File: src/rtl/edgeirq_pkg.sv
package edgeirq_pkg;
  // Fixed register offsets (software decodes these)
  localparam int unsigned ADR_CLEAR   = 'h01;
  localparam int unsigned ADR_STATUS  = 'h02;
  localparam int unsigned ADR_CTRL    = 'h03;
  localparam int unsigned ADR_PBASE   = 'h40;
  localparam int unsigned ADR_PSTRIDE = 'h10;
  localparam int unsigned OFS_RISE    = 2;
  localparam int unsigned OFS_FALL    = 3;

  // Clear register bit positions
  localparam int unsigned CLR_OVF_BIT  = 2;
  localparam int unsigned CLR_EDGE_BIT = 3;

  // Control register, bit0 at the LSB
  typedef struct packed {
    logic fall_en;    // bit4
    logic rise_en;    // bit3
    logic master_en;  // bit2
    logic ovf_en;     // bit1
    logic edge_en;    // bit0
  } ctrl_t;

  // Status register, bit0 at the LSB
  typedef struct packed {
    logic [2:0] spare;
    logic       fall_seen;  // bit4
    logic       rise_seen;  // bit3
    logic       pending;    // bit2
    logic       ovf;        // bit1
    logic       edge_ev;    // bit0
  } status_t;
endpackage

File: src/rtl/edgeirq_sync.sv
module edgeirq_sync #(
  parameter int unsigned WIDTH = 96
) (
  input  logic             clk,
  input  logic             rst,
  input  logic [WIDTH-1:0] din,
  output logic [WIDTH-1:0] rise,
  output logic [WIDTH-1:0] fall
);
  logic [WIDTH-1:0] meta_q, sync_q, hist_q;
  logic [2:0]       warm_q;
  logic             armed;

  always_ff @(posedge clk) begin
    if (rst) begin
      meta_q <= '0;
      sync_q <= '0;
      hist_q <= '0;
      warm_q <= '0;
    end else begin
      meta_q <= din;
      sync_q <= meta_q;
      hist_q <= sync_q;
      warm_q <= {warm_q[1:0], 1'b1};
    end
  end

  // Comparisons start only once the history stage holds real samples
  assign armed = warm_q[2];
  assign rise  = armed ? (sync_q & ~hist_q) : '0;
  assign fall  = armed ? (~sync_q & hist_q) : '0;
endmodule

File: src/rtl/edgeirq_regs.sv
module edgeirq_regs
  import edgeirq_pkg::*;
#(
  parameter int unsigned NUM_PORTS = 12,
  parameter int unsigned PORT_W    = 8,
  parameter int unsigned ADDR_W    = 8
) (
  input  logic                          clk,
  input  logic                          rst,
  input  logic                          wr,
  input  logic [ADDR_W-1:0]             addr,
  input  logic [PORT_W-1:0]             wdata,
  input  logic [PORT_W-1:0]             status_byte,
  output logic [NUM_PORTS*PORT_W-1:0]   rise_mask,
  output logic [NUM_PORTS*PORT_W-1:0]   fall_mask,
  output ctrl_t                         ctrl,
  output logic                          clr_edge,
  output logic                          clr_ovf,
  output logic [PORT_W-1:0]             rdata
);
  localparam int unsigned CTRL_W = $bits(ctrl_t);

  function automatic logic [ADDR_W-1:0] port_adr(int unsigned p, int unsigned ofs);
    return ADDR_W'(ADR_PBASE + p * ADR_PSTRIDE + ofs);
  endfunction

  logic [PORT_W-1:0] rmask_q [NUM_PORTS];
  logic [PORT_W-1:0] fmask_q [NUM_PORTS];
  ctrl_t             ctrl_q;
  logic [PORT_W-1:0] rd_next;
  logic              hit_clear;

  genvar gp;
  generate
    for (gp = 0; gp < NUM_PORTS; gp++) begin : g_port
      always_ff @(posedge clk) begin
        if (rst) begin
          rmask_q[gp] <= '0;
          fmask_q[gp] <= '0;
        end else if (wr) begin
          if (addr == port_adr(gp, OFS_RISE)) rmask_q[gp] <= wdata;
          if (addr == port_adr(gp, OFS_FALL)) fmask_q[gp] <= wdata;
        end
      end
      assign rise_mask[gp*PORT_W +: PORT_W] = rmask_q[gp];
      assign fall_mask[gp*PORT_W +: PORT_W] = fmask_q[gp];
    end
  endgenerate

  always_ff @(posedge clk) begin
    if (rst) begin
      ctrl_q <= '0;
    end else if (wr && addr == ADDR_W'(ADR_CTRL)) begin
      ctrl_q <= ctrl_t'(wdata[CTRL_W-1:0]);
    end
  end

  assign ctrl      = ctrl_q;
  assign hit_clear = wr && (addr == ADDR_W'(ADR_CLEAR));
  assign clr_edge  = hit_clear && wdata[CLR_EDGE_BIT];
  assign clr_ovf   = hit_clear && wdata[CLR_OVF_BIT];

  always_comb begin
    rd_next = '0;
    if (addr == ADDR_W'(ADR_STATUS)) rd_next = status_byte;
    if (addr == ADDR_W'(ADR_CTRL))   rd_next = PORT_W'(ctrl_q);
    for (int p = 0; p < NUM_PORTS; p++) begin
      if (addr == port_adr(p, OFS_RISE)) rd_next = rmask_q[p];
      if (addr == port_adr(p, OFS_FALL)) rd_next = fmask_q[p];
    end
  end

  always_ff @(posedge clk) begin
    if (rst) rdata <= '0;
    else     rdata <= rd_next;
  end
endmodule

File: src/rtl/edgeirq_status.sv
module edgeirq_status
  import edgeirq_pkg::*;
#(
  parameter int unsigned WIDTH = 96
) (
  input  logic             clk,
  input  logic             rst,
  input  logic [WIDTH-1:0] rise,
  input  logic [WIDTH-1:0] fall,
  input  logic [WIDTH-1:0] rise_mask,
  input  logic [WIDTH-1:0] fall_mask,
  input  ctrl_t            ctrl,
  input  logic             clr_edge,
  input  logic             clr_ovf,
  output logic             edge_q,
  output logic             ovf_q,
  output logic             rseen_q,
  output logic             fseen_q,
  output logic             any_hit,
  output logic             irq
);
  logic rise_hit, fall_hit, ovf_new;

  assign rise_hit = ctrl.rise_en && (|(rise & rise_mask));
  assign fall_hit = ctrl.fall_en && (|(fall & fall_mask));
  assign any_hit  = rise_hit || fall_hit;
  // A coincident clear consumes the old event, so the new one is not an overflow
  assign ovf_new  = any_hit && edge_q && !clr_edge;

  always_ff @(posedge clk) begin
    if (rst) begin
      edge_q  <= 1'b0;
      ovf_q   <= 1'b0;
      rseen_q <= 1'b0;
      fseen_q <= 1'b0;
    end else begin
      if (any_hit)       edge_q <= 1'b1;
      else if (clr_edge) edge_q <= 1'b0;

      if (ovf_new)       ovf_q <= 1'b1;
      else if (clr_ovf)  ovf_q <= 1'b0;

      if (rise_hit)      rseen_q <= 1'b1;
      else if (clr_edge) rseen_q <= 1'b0;

      if (fall_hit)      fseen_q <= 1'b1;
      else if (clr_edge) fseen_q <= 1'b0;
    end
  end

  // Function of registered flags and registered control only
  assign irq = ctrl.master_en &&
               ((edge_q && ctrl.edge_en) || (ovf_q && ctrl.ovf_en));
endmodule

File: src/rtl/edgeirq_ctrl.sv
module edgeirq_ctrl
  import edgeirq_pkg::*;
#(
  parameter int unsigned NUM_PORTS = 12,
  parameter int unsigned PORT_W    = 8,
  parameter int unsigned ADDR_W    = 8
) (
  input  logic                        clk,
  input  logic                        rst,
  input  logic [NUM_PORTS*PORT_W-1:0] lines_in,
  input  logic                        bus_wr,
  input  logic [ADDR_W-1:0]           bus_addr,
  input  logic [PORT_W-1:0]           bus_wdata,
  output logic [PORT_W-1:0]           bus_rdata,
  output logic                        irq
);
  localparam int unsigned NUM_LINES = NUM_PORTS * PORT_W;

  logic [NUM_LINES-1:0] rise, fall, rise_mask, fall_mask;
  ctrl_t                ctrl_q;
  logic                 clr_edge, clr_ovf;
  logic                 edge_q, ovf_q, rseen_q, fseen_q, any_hit, irq_w;
  status_t              status;

  edgeirq_sync #(.WIDTH(NUM_LINES)) u_sync (
    .clk(clk), .rst(rst), .din(lines_in), .rise(rise), .fall(fall)
  );

  edgeirq_regs #(.NUM_PORTS(NUM_PORTS), .PORT_W(PORT_W), .ADDR_W(ADDR_W)) u_regs (
    .clk(clk), .rst(rst), .wr(bus_wr), .addr(bus_addr), .wdata(bus_wdata),
    .status_byte(PORT_W'(status)), .rise_mask(rise_mask), .fall_mask(fall_mask),
    .ctrl(ctrl_q), .clr_edge(clr_edge), .clr_ovf(clr_ovf), .rdata(bus_rdata)
  );

  edgeirq_status #(.WIDTH(NUM_LINES)) u_stat (
    .clk(clk), .rst(rst), .rise(rise), .fall(fall),
    .rise_mask(rise_mask), .fall_mask(fall_mask), .ctrl(ctrl_q),
    .clr_edge(clr_edge), .clr_ovf(clr_ovf),
    .edge_q(edge_q), .ovf_q(ovf_q), .rseen_q(rseen_q), .fseen_q(fseen_q),
    .any_hit(any_hit), .irq(irq_w)
  );

  always_comb begin
    status           = '0;
    status.edge_ev   = edge_q;
    status.ovf       = ovf_q;
    status.pending   = irq_w;
    status.rise_seen = rseen_q;
    status.fall_seen = fseen_q;
  end

  assign irq = irq_w;
endmodule

File: config.mk
export PLATFORM = sky130hd
export DESIGN_NAME = edgeirq_ctrl
export DESIGN_NICKNAME = d
export VERILOG_FILES = /design/src/rtl/edgeirq_pkg.sv /design/src/rtl/edgeirq_sync.sv /design/src/rtl/edgeirq_regs.sv /design/src/rtl/edgeirq_status.sv /design/src/rtl/edgeirq_ctrl.sv
export SDC_FILE = /design/constraint.sdc
export NUM_CORES = 1
export LEC_CHECK = 0
export ABC_AREA = 1
export CORE_MARGIN = 2
export CORE_UTILIZATION = 55
export DETAILED_ROUTE_END_ITERATION = 7
export PLACE_DENSITY = 0.78
export SLEW_MARGIN = 20
export SYNTH_ARGS = -nofsm -noshare
export SYNTH_HDL_FRONTEND = slang
export SYNTH_SLANG_ARGS = --single-unit
File: constraint.sdc
create_clock -name clk -period 6.55 [get_ports clk]
set_input_delay 0.655 -clock clk [delete_from_list [all_inputs] [get_ports clk]]
set_output_delay 0.655 -clock clk [all_outputs]
set_load 0.01 [all_outputs]
==> results_dict.tcl <==
set metrics [dict create \
    status "complete, no violations" \
    hp-class "flip-flop to flip-flop" \
    rsz0062_at_grt "no" \
    synth_top_area_cell "dfxtp_1" \
    cp_common_cell "nor2_1" \
    critPathLaunch "bus_addr[3]" \
    p_sw_share_pct 22.24 \
    routabilityCongestion 1.029 \
    pin_count 124 \
    end_kind "flip-flop" \
    avgViaCountPerCell 5.393 \
    htree_levels 2 \
    die_y_um 190.6 \
    post-place-ws_ps 2527 \
    slew_headroom_pct 22.20 \
    fp.dieW_um 190.6 \
    endpoint "u_regs.rmask_q[2][5]" \
    gr-usage-all-layers_pct 30.61 \
    worstPathArrival_ps 3640 \
    async_flop_share_pct 0 \
    clk_pin_slew_ps 60 \
    crit_cells 6 \
    slew_violations 0 \
    cp-start-kind "input port" \
    grt_pass1_vias 14380 \
    worstMarginPinSlew_ps 1166 \
    fillers 2835 \
    ant_nets 0 \
    finalSetupViolations 0 \
    synth_commonest_cells "596 x nor2_1, 376 x inv_1, 308 x dfxtp_1, 255 x nand2_1, 192 x edfxtp_1" \
    power_frac_seq_pct 50.3 \
    wl_per_cell_um 19.71 \
    worst_path_max_delay_cell "o21ai_0" \
    synthMostInstantiatedCell "nor2_1" \
    place_hpwl_mm 38.62 \
    drive_gt1_share_pct 5.525 \
    synth_top_area_share_pct 32.21 \
    synth_fa_ha_area_share_pct 0 \
    r2r_slack_ps 3720 \
    drt_wl_total_mm 55.38 \
    synth_cell_types 44 \
    post-route-min-period_ps 3436 \
    r2r_start "u_regs.fmask_q[0][11]" \
    core-area_um2 34370 \
    synth-main-ff-cell "dfxtp_1" \
    hold_viol 0 \
    finClkSkew_ps 13.28 \
    critical_path_buf_inv_count 2 \
    synth.avg_cell_area_um2 8.741 \
    root_buffer "clkbuf_16" \
    syn_area_um2 19140 \
    syn2layout_area_growth_pct 17.83 \
    synth_top_family_by_area "simple AND/OR/NAND/NOR gates" \
    core.rowCount 68 \
    floorplan.initialDensity_pct 55.69 \
    cts_tree "built" \
    clockPowerShare_pct 44.3 \
    drtPass1Iterations 6 \
    synthCells 2190 \
    max_clock_freq_mhz 291.0 \
    path_max_fanout 11 \
    yosysSeqAreaShare_pct 62.33 \
    portBuffers 123 \
    drc 0 \
    synth_mux_area_share_pct 0 \
    grt_max_degree 184 \
    synth_compound_area_share_pct 3.320 \
    setup_tns_ps 0 \
    clk_latency_ps 590 \
    p_per_area_nw_per_um2 304.6 \
    ys_warn_count 0 \
    internal-power_mw 5.342 \
    cts_buffers 50 \
    ir_drop_mv 0.2204 \
    synth_xor_xnor_area_share_pct 0 \
    grt_pass1_wl_mm 82.76 \
    clk_path_buf_depth 3 \
    antenna_found_initial 2 \
    max_cap_viol_count 0 \
    fin_crit_sh_pct 52.46 \
    p_comb_share_pct 5.4 \
    p_sw_mw 1.528 \
    synth_edf_count 192 \
    rr_worst_depth 8 \
    synthTopCellsByArea "dfxtp_1 32%, edfxtp_1 30%, nor2_1 12%, inv_1 7.4%, nand2_1 5.0%" \
    cp_top_family "simple AND/OR/NAND/NOR gates" \
    crit_chain "clkdlybuf4s50_1, nor2_1, nand3_1, nor2_1, inv_1, o21ai_0" \
    min_from "u_sync.meta_q[20]" \
    layout.nets 2426 \
    layout_setup_ws_ps 3114 \
    yosys.area_share.simple_pct 25.27 \
    max_stage_delay_ps 900 \
    reg2reg_to "u_stat.edge_q" \
    drt_iter0_markers 2114 \
    syn_nets 2305 \
    cts-resized-gates 0 \
    dieArea_um2 36320 \
    crit_required_ps 6750 \
    postCtsHoldBufs 0 \
    vias 15150 \
    cts_sinks 500 \
    grt_overflow 0 \
    crit_type "input port to flip-flop" \
    cts_setup_buffers 0 \
    ys_seq_elements 500 \
    leakagePower_nw 9.286 \
]
[tightest hold or removal path, stage by stage, from the launching register on]
cell and delay [ps]:
dfxtp_1 290, inv_1 40, nor2_1 30
[sequential cells by signal, indices dropped and copies added, names as in the netlist, 3 cells and up]
signal and cells:
u_regs.fmask_q 96, u_sync.hist_q 96, u_regs.rmask_q 96, u_sync.sync_q 96, u_sync.warm_q 3, u_regs.ctrl 5, u_regs.rdata 8, u_sync.meta_q 96
[power groups by stage]
stage	clock network [mW]	registers, mW	logic, mW
after floorplan	0	3.47	0.190
after global placement	0	3.52	0.356
after detailed placement	0	3.52	0.362
after CTS	3.07	3.45	0.365
after global routing	3.20	3.46	0.399
final	3.05	3.45	0.369
[per-stage QoR]
stage,total power [mW],area [um^2],hold WS (ps),utilization [%],std cells
6_report,6.870,22560,399.5,65.62,2810
5_1_grt,7.065,22550,407.5,65.62,2809
4_1_cts,6.885,22550,400.8,65.61,2808
3_5_place_dp,3.878,20770,392.2,60.43,2714
3_3_place_gp,3.872,20770,391.0,60.43,2714
2_1_floorplan,3.660,19140,388.3,-,2190
[placed cells by master, fill, tap and decap left out, types with 3 or more instances in the layout]
master | netlist | routed
o21ai_0 | 35 | 21
nor2_4 | 7 | 7
a211oi_1 | 5 | 5
nand2_1 | 255 | 255
nand4_1 | 51 | 51
nor3_1 | 12 | 12
inv_2 | 11 | 12
nand3b_1 | 27 | 27
a21oi_1 | 25 | 25
clkbuf_8 | 0 | 6
dfxtp_1 | 308 | 308
buf_4 | 1 | 9
clkbuf_16 | 0 | 56
o22ai_1 | 5 | 5
clkinv_1 | 5 | 11
o221ai_1 | 8 | 8
clkbuf_1 | 56 | 8
or2_0 | 4 | 4
inv_1 | 376 | 375
clkinv_2 | 0 | 9
clkdlybuf4s50_1 | 0 | 122
o21ai_1 | 2 | 16
edfxtp_1 | 192 | 192
o211ai_1 | 10 | 10
nor2_1 | 596 | 596
a311oi_1 | 4 | 4
or2_2 | 3 | 3
nand3_1 | 150 | 150
bufinv_16 | 0 | 6
nor4_1 | 5 | 5
nor2_2 | 11 | 11
nand3_2 | 3 | 3
[area by class of cell]
cell class	count	area, um^2	share of cell area, %
sequential	500	11930	52.90
multi-input combinational	1234	5474	24.27
clock buffer	70	1514	6.712
inverter	392	1471	6.523
timing repair buffer	133	1324	5.869
tap	455	569.3	2.524
clock inverter	24	267.8	1.187
antenna	2	5.005	0.02219
[cell families (layout without fill, tap and decap cells)]
kind of cell	count (synthesis)	in the layout
DFF	500	500
other	0	2
buffers and inverters	456	619
AOI/OAI and AO/OA	103	103
and+or+nand+nor	1131	1131
[metal layers]
| metal | vias up | track usage (%) | share of wire [%] |
|---|---|---|---|
| li1 | 7099 | - | - |
| met1 | 7111 | 42.01 | 41 |
| met2 | 816 | 47.68 | 45 |
| met3 | 128 | 6.441 | 11 |
| met4 | 0 | 12.16 | 3.7 |
| met5 | - | 0 | 0 |
[how the worst min path moves through the flow]
stage,slack (ps),cells past startpoint,end
global route,410,2,u_sync.sync_q[20]
detailed placement,390,2,u_sync.sync_q[59]
CTS,400,2,u_sync.sync_q[59]
finish,400,2,u_sync.sync_q[20]
global placement,390,2,u_sync.sync_q[71]
floorplan,390,2,u_sync.sync_q[0]
No activity file was read; power rests on OpenSTA's default activity.
